===== config.mk =====
export PLATFORM = sky130hd
export DESIGN_NAME = adc_seq
export DESIGN_NICKNAME = d
export VERILOG_FILES = /design/src/rtl/adc_seq.sv
export SDC_FILE = /design/constraint.sdc
export NUM_CORES = 1
export LEC_CHECK = 0
export ABC_AREA = 1
export BUFFER_PORTS_ARGS = -buffer_cell sky130_fd_sc_hd__buf_2
export CAP_MARGIN = 20
export CORE_ASPECT_RATIO = 0.5
export CORE_MARGIN = 5
export CORE_UTILIZATION = 53
export CTS_BUF_LIST = sky130_fd_sc_hd__clkbuf_8
export DETAILED_ROUTE_END_ITERATION = 7
export PLACE_DENSITY = 0.83
export SLEW_MARGIN = 20
export SYNTH_ARGS = -nofsm -noshare
export SYNTH_HDL_FRONTEND = slang
export SYNTH_SLANG_ARGS = --single-unit
export TNS_END_PERCENT = 30

===== constraint.sdc =====
create_clock -name clk -period 2 [get_ports clk]
set_clock_uncertainty 0.2 [all_clocks]
set_input_delay 0.4 -clock clk [delete_from_list [all_inputs] [get_ports clk]]
set_output_delay 0.4 -clock clk [all_outputs]
set_load 0.05 [all_outputs]

===== src/rtl/adc_seq.sv =====
module adc_seq #(
  parameter int DIV     = 4,
  parameter int NCH     = 3,
  parameter int TIMEOUT = 32,
  parameter int DW      = 16
) (
  input  logic          clk,
  input  logic          rst_n,
  input  logic [DW-1:0] adc_data,
  input  logic          eoc_n,
  output logic          samp_clk,
  output logic          hold_n,
  output logic [2:0]    ch_addr,
  output logic          rd_n,
  output logic [DW-1:0] wr_data,
  output logic          wr_en,
  output logic [1:0]    wr_ch,
  output logic          err
);
  localparam int CW = (DIV > 1) ? $clog2(DIV) : 1;
  localparam int TW = $clog2(TIMEOUT + 1);

  typedef enum logic [1:0] {S_IDLE, S_HOLD, S_WAIT, S_READ} st_t;

  st_t          st;
  logic [CW-1:0] cnt;
  logic [TW-1:0] wcnt;
  logic [1:0]    idx;
  logic          tick;

  assign tick     = (cnt == CW'(DIV - 1));
  assign samp_clk = (cnt < CW'(DIV / 2));
  assign hold_n   = (st != S_HOLD);
  assign rd_n     = (st != S_READ);
  assign ch_addr  = {1'b0, idx};

  always_ff @(posedge clk or negedge rst_n) begin
    if (!rst_n) cnt <= '0;
    else        cnt <= tick ? '0 : cnt + 1'b1;
  end

  always_ff @(posedge clk or negedge rst_n) begin
    if (!rst_n) begin
      st      <= S_IDLE;
      wcnt    <= '0;
      idx     <= '0;
      wr_data <= '0;
      wr_en   <= 1'b0;
      wr_ch   <= '0;
      err     <= 1'b0;
    end else begin
      wr_en <= 1'b0;
      err   <= 1'b0;
      if (tick) begin
        case (st)
          S_IDLE: st <= S_HOLD;
          S_HOLD: begin
            st   <= S_WAIT;
            wcnt <= '0;
          end
          S_WAIT: begin
            if (!eoc_n) begin
              st  <= S_READ;
              idx <= '0;
            end else if (wcnt == TW'(TIMEOUT - 1)) begin
              st  <= S_HOLD;
              err <= 1'b1;
            end else begin
              wcnt <= wcnt + 1'b1;
            end
          end
          default: begin
            wr_data <= adc_data;
            wr_ch   <= idx;
            wr_en   <= 1'b1;
            if (idx == 2'(NCH - 1)) st <= S_HOLD;
            else                    idx <= idx + 1'b1;
          end
        endcase
      end
    end
  end
endmodule



# Word level (Yosys, flattened, before mapping)

Cells that the tools add are included.

Bits of input ports: 19
Word-level logic and storage cells: 52
Register bits after elaboration: 32
Output and inout bits: 26

Eq/ne operators: 12
Bitwise gates (word level): 2
Muxes and demuxes: 17
Reduce and logical (&&, ||, !) cells: 9
$add $sub $neg: 3
$lt $le $gt $ge: 1

Operators by type and width:

| kind                                                            | number |
|---|---|
| 2-bit two-way mux                                               | 6 |
| 6-bit two-way mux                                               | 2 |
| 6-bit case mux with 2 select lines                              | 1 |
| 2-bit != test, second input constant                            | 4 |
| 4-bit AND reduction                                             | 2 |
| 6-bit by 1-bit adder with 6-bit output, second input constant   | 1 |
| 2-bit == test, second input constant                            | 3 |
| 6-bit by 5-bit == test with 1-bit output, second input constant | 1 |
| 1-bit two-way mux                                               | 6 |
| 2-bit case mux with 3 select lines                              | 1 |
| 2-bit by 1-bit adder with 2-bit output, second input constant   | 2 |
| 2-bit by 1-bit != test with 1-bit output, second input constant | 2 |
| 2-bit case mux with 2 select lines                              | 1 |
| 4-bit nonzero test                                              | 1 |
| 3-bit != test, second input constant                            | 1 |
| 3-bit AND reduction                                             | 1 |
| 3-bit OR reduction                                              | 1 |
| 2-bit by 1-bit == test with 1-bit output, second input constant | 1 |
| 2-bit zero test                                                 | 1 |
| 2-bit less-than comparator, second input constant               | 1 |
| 1-bit NOT                                                       | 2 |
| 2-bit AND reduction                                             | 1 |
| 2-bit nonzero test                                              | 1 |
| 2-bit OR reduction                                              | 1 |

# Depth between registers and ports, before layout

Depth in word-level cells: 5
Mapped depth: 8
Depth with buffers taken out: 8

# Worst setup path after synthesis

OpenSTA, ideal clock, no wires.

Kind: register -> register
Start: register idx[0]
End: register idx[1]
Path slack: 0.280 ns
Setup time: 0.077 ns
Cell stages (with the launch flop): 5
Period minus slack after synthesis: 1.720 ns
Buffers on the path: 0
Required time: 1.723 ns
Data arrival time: 1.444 ns
Path through: dfrtp_1 > inv_1 > ha_1 > or2_2 > o21ai_1

Word-level cells in the longest chain between the ends: 3
Elaborated cells on any way between the ends: 6

RTL lines:

| what                                                                                 | RTL line | RTL |
|---|---|---|
| start: declaration                                                                   | 28       | `logic [1:0] idx;` |
| start signal: assignment                                                             | 77       | `else idx <= idx + 1'b1;` |
| 2-bit by 1-bit adder with 2-bit output / 2-bit == test (equally long branches)       | 77, 76   |  |
| 2-bit two-way mux / 2-bit by 1-bit != test with 1-bit output (equally long branches) | --       |  |
| 2-bit case mux with 2 select lines / 4-bit AND reduction (equally long branches)     | --       |  |

Several ways; a longest one is shown, not always the timed one. The select of a mux whose other input is x is not followed.
A chain may end at the register's enable or synchronous reset.

# Worst setup path after layout

Start: register st[1]
End: output hold_n

Word-level cells in the longest chain between the ends: 1

RTL lines:

| what                                     | RTL line | RTL |
|---|---|---|
| start: declaration                       | 25       | `st_t st;` |
| start signal: assignment                 | 44       | `st <= S_IDLE;` |
| start signal: assignment                 | 56       | `S_IDLE: st <= S_HOLD;` |
| start signal: assignment                 | 58       | `st <= S_WAIT;` |
| 2-bit by 1-bit != test with 1-bit output | 33       | `assign hold_n = (st != S_HOLD);` |
| end: declaration                         | 12       | `output logic hold_n,` |

No other way between the ends.

==> metrics.md <==
| Metric | Value |
|---|---|
| CP max FO | `5` |
| Total grt overflow | `0` |
| CP arrival | `1310 ps` |
| Status | `finished, final reports clean` |
| Worst path required time | `1400 ps` |
| Clk slew on worst S/H paths | `60 ps` |
| DR DRC count | `0` |
| Synth top cells by count | `nand2_1 (90), dfrtp_1 (32), inv_1 (12), nor2_1 (10), ha_1 (9)` |
| CTS tree | `done` |
| Mapped Nets | `213` |
| Layout area overhead | `21.8%` |
| Port Buffers | `43` |
| Setup TNS | `0 ps` |
| Vias | `1313` |
| Critical path's most frequent cell | `inv_1` |
| Antenna Nets Post-Route | `0` |
| Final Cycle Share | `95.4%` |
| Util after Layout | `70.0%` |
| Most frequent cell after synthesis | `nand2_1` |
| Relative slew slack | `53.9%` |
| Worst setup path category | `register to output port` |
| Top cells by area, synth | `dfrtp_1 (52%), nand2_1 (22%), ha_1 (7.3%), inv_1 (2.9%), nor2_1 (2.4%)` |
| Synth Area per Inst | `8.34 µm²` |
| # IOs | `45` |
| Initial drt markers | `51` |
| Buf+Inv Stages, Crit Path | `3` |
| Longest Clk Path Bufs | `2` |
| Tightest Pin Transition | `692 ps` |
| Antenna violations before repair | `0` |
| FP Rows | `13` |
| Share of cells above drive strength 1 | `25.3%` |
| TritonRoute pass-1 iters | `4` |
| FMAX | `524 MHz` |
| Die extent in x | `86.3 µm` |
| Total CTS buffers | `5` |
| Family with the most delay on the worst path | `buffers and inverters` |
| Setup ws final | `92.6 ps` |
| Via density per instance | `4.86` |
| Placement Setup Slack | `246 ps` |
| Clk sinks | `32` |
| Hold Vio Cnt, Final | `0` |
| Pwr dens | `1590 mW/mm²` |
| Synth cell types | `22` |
| Most Used Layer, Global Route | `met2` |
| VDD IR max | `0.847 mV` |
| Nature of the critical path startpoint | `register` |
| Critical-path top delay cell | `dfrtp_1` |
| Max H-tree Level | `2` |
| First-pass GRT wire length | `5490 µm` |
| MaxCap Viol Count | `0` |
| Met1 usage | `20.0%` |
| Hold WC Path Type | `primary input to register` |
| Post-synthesis cell count | `185` |
| EDFF count, synth | `0` |
| Leak | `1.05 nW` |
| Total global-route track usage | `17.8%` |
| Met3 Track Usage GR | `5.90%` |
| Vias in the first global route | `1304` |
| Core area | `0.00268 mm²` |
| CTS root buf | `clkbuf_8` |
| Cells after DPL | `261` |
| RSZ-0062 raised after global routing | `no` |
| Top_reg_cell synth | `dfrtp_1` |
| Critical Path Sink Type | `output port` |
| Nets | `261` |
| Critical path cell sequence | `inv_1 > ha_1 > inv_1 > clkbuf_4` |
| DIE AREA | `0.00416 mm²` |
| Post-synth top area cell | `dfrtp_1` |
| Initial Utilization | `57.5%` |
| Warning count from the yosys run | `0` |
| Finished Layout Cells | `270` |
| WL/cell | `12.1 µm` |
| Met2 Use GR | `31.5%` |
| Mapped cell area | `0.00154 mm²` |
| Final setup vio count | `0` |
| GP Congestion | `0.804` |
| Asr flop ratio synth | `100%` |
| Clock Latency Late Sink | `280 ps` |
| Post-synthesis sequential area ratio | `51.9%` |
| ANT cells | `0` |
| WL final | `3270 µm` |
| Post-layout min period | `1910 ps` |
| Detailed placement HPWL | `2310 µm` |
| Post-synthesis register bit count | `32` |
| Max stage delay on crit path | `410 ps` |
| Yosys top cell area share | `51.9%` |
| Die Ht | `48.2 µm` |
| Largest net degree at the start of global routing | `33` |
| Slew Viols, Final | `0` |
==> layer usage <==
layer  part of all wire (%)  vias up
met5                      0        -
met4                    2.8        0
met3                    7.2        9
met2                     48       45
met1                     42      597
li1                       -      662
==> worst reg2reg max path: cells and delay by family, from the launching register on <==
kind,cells,cell delay (ps)
flops,1,450
fa+ha+maj,1,320
buf+inv,2,250
compound gates,1,210
simple gates,4,330
==> state kept, by name (all words and copies together), names as in the netlist <==
signal	cells
err	1
cnt	2
st	2
wcnt	6
wr_en	1
idx	2
wr_ch	2
wr_data	16
==> through the flow <==
stage / total power, mW / instance area [µm²] / hold slack [ps]
floorplan: 2.17 / 1540 / -95.6
global placement: 2.50 / 1780 / 215
detailed placement: 2.54 / 1780 / 221
CTS: 3.00 / 1870 / 109
global route: 3.17 / 1880 / 110
finish: 2.99 / 1880 / 114
==> power by group <==
group	switching, mW	internal, mW
Sequential	0.152	0.873
Clock	0.215	0.231
Combinational	1.15	0.368
Total	1.52	1.47
==> cell type report <==
class / instances / area (µm²)
clock buffer: 5 / 68.8
clock inverter: 2 / 8.76
fill: 216 / 805
inverter: 14 / 52.6
multi-input combinational: 134 / 659
sequential: 32 / 801
tap: 37 / 46.3
timing repair buffer: 46 / 243
==> timing repair <==
action / CTS / global route
resized for setup: 0 / 1
buffers inserted: 0 / 1
setup endpoints to repair: 0 / 1
hold buffers: 1 / 0
hold endpoints to repair: 32 / 0
==> cells by family after synthesis <==
group,synth area share [%]
AOI/OAI and AO/OA,4.38
other,0.243
xor gates and xnor gates,0.568
adders and majority gates,7.30
DFF,51.9
and+or+nand+nor,30.3
buffers and inverters,5.35
==> cells in the final DEF, fill, tap and decap left out, types with 2 or more instances in the layout <==
cell type and count:
ha_1 9, nand4_1 4, dfrtp_1 32, nand2_1 90, clkbuf_8 5, inv_2 2, buf_4 2, o21ai_1 3
nand3_1 6, nand2_2 2, nor2_1 10, inv_1 13, buf_2 42
==> final timing paths <==
check	slack (ps)	cells after the start	to	start
max	90	4	hold_n	st[1]
min	110	3	wr_data[2]	adc_data[2]
max reg2reg	150	8	wcnt[3]	st[0]
min reg2reg	230	1	cnt[0]	cnt[0]
max in group asynchronous	660	2	wr_data[10]	rst_n
min in group asynchronous	490	2	wcnt[5]	rst_n
Note: power is estimated with default switching activity, not from simulation.
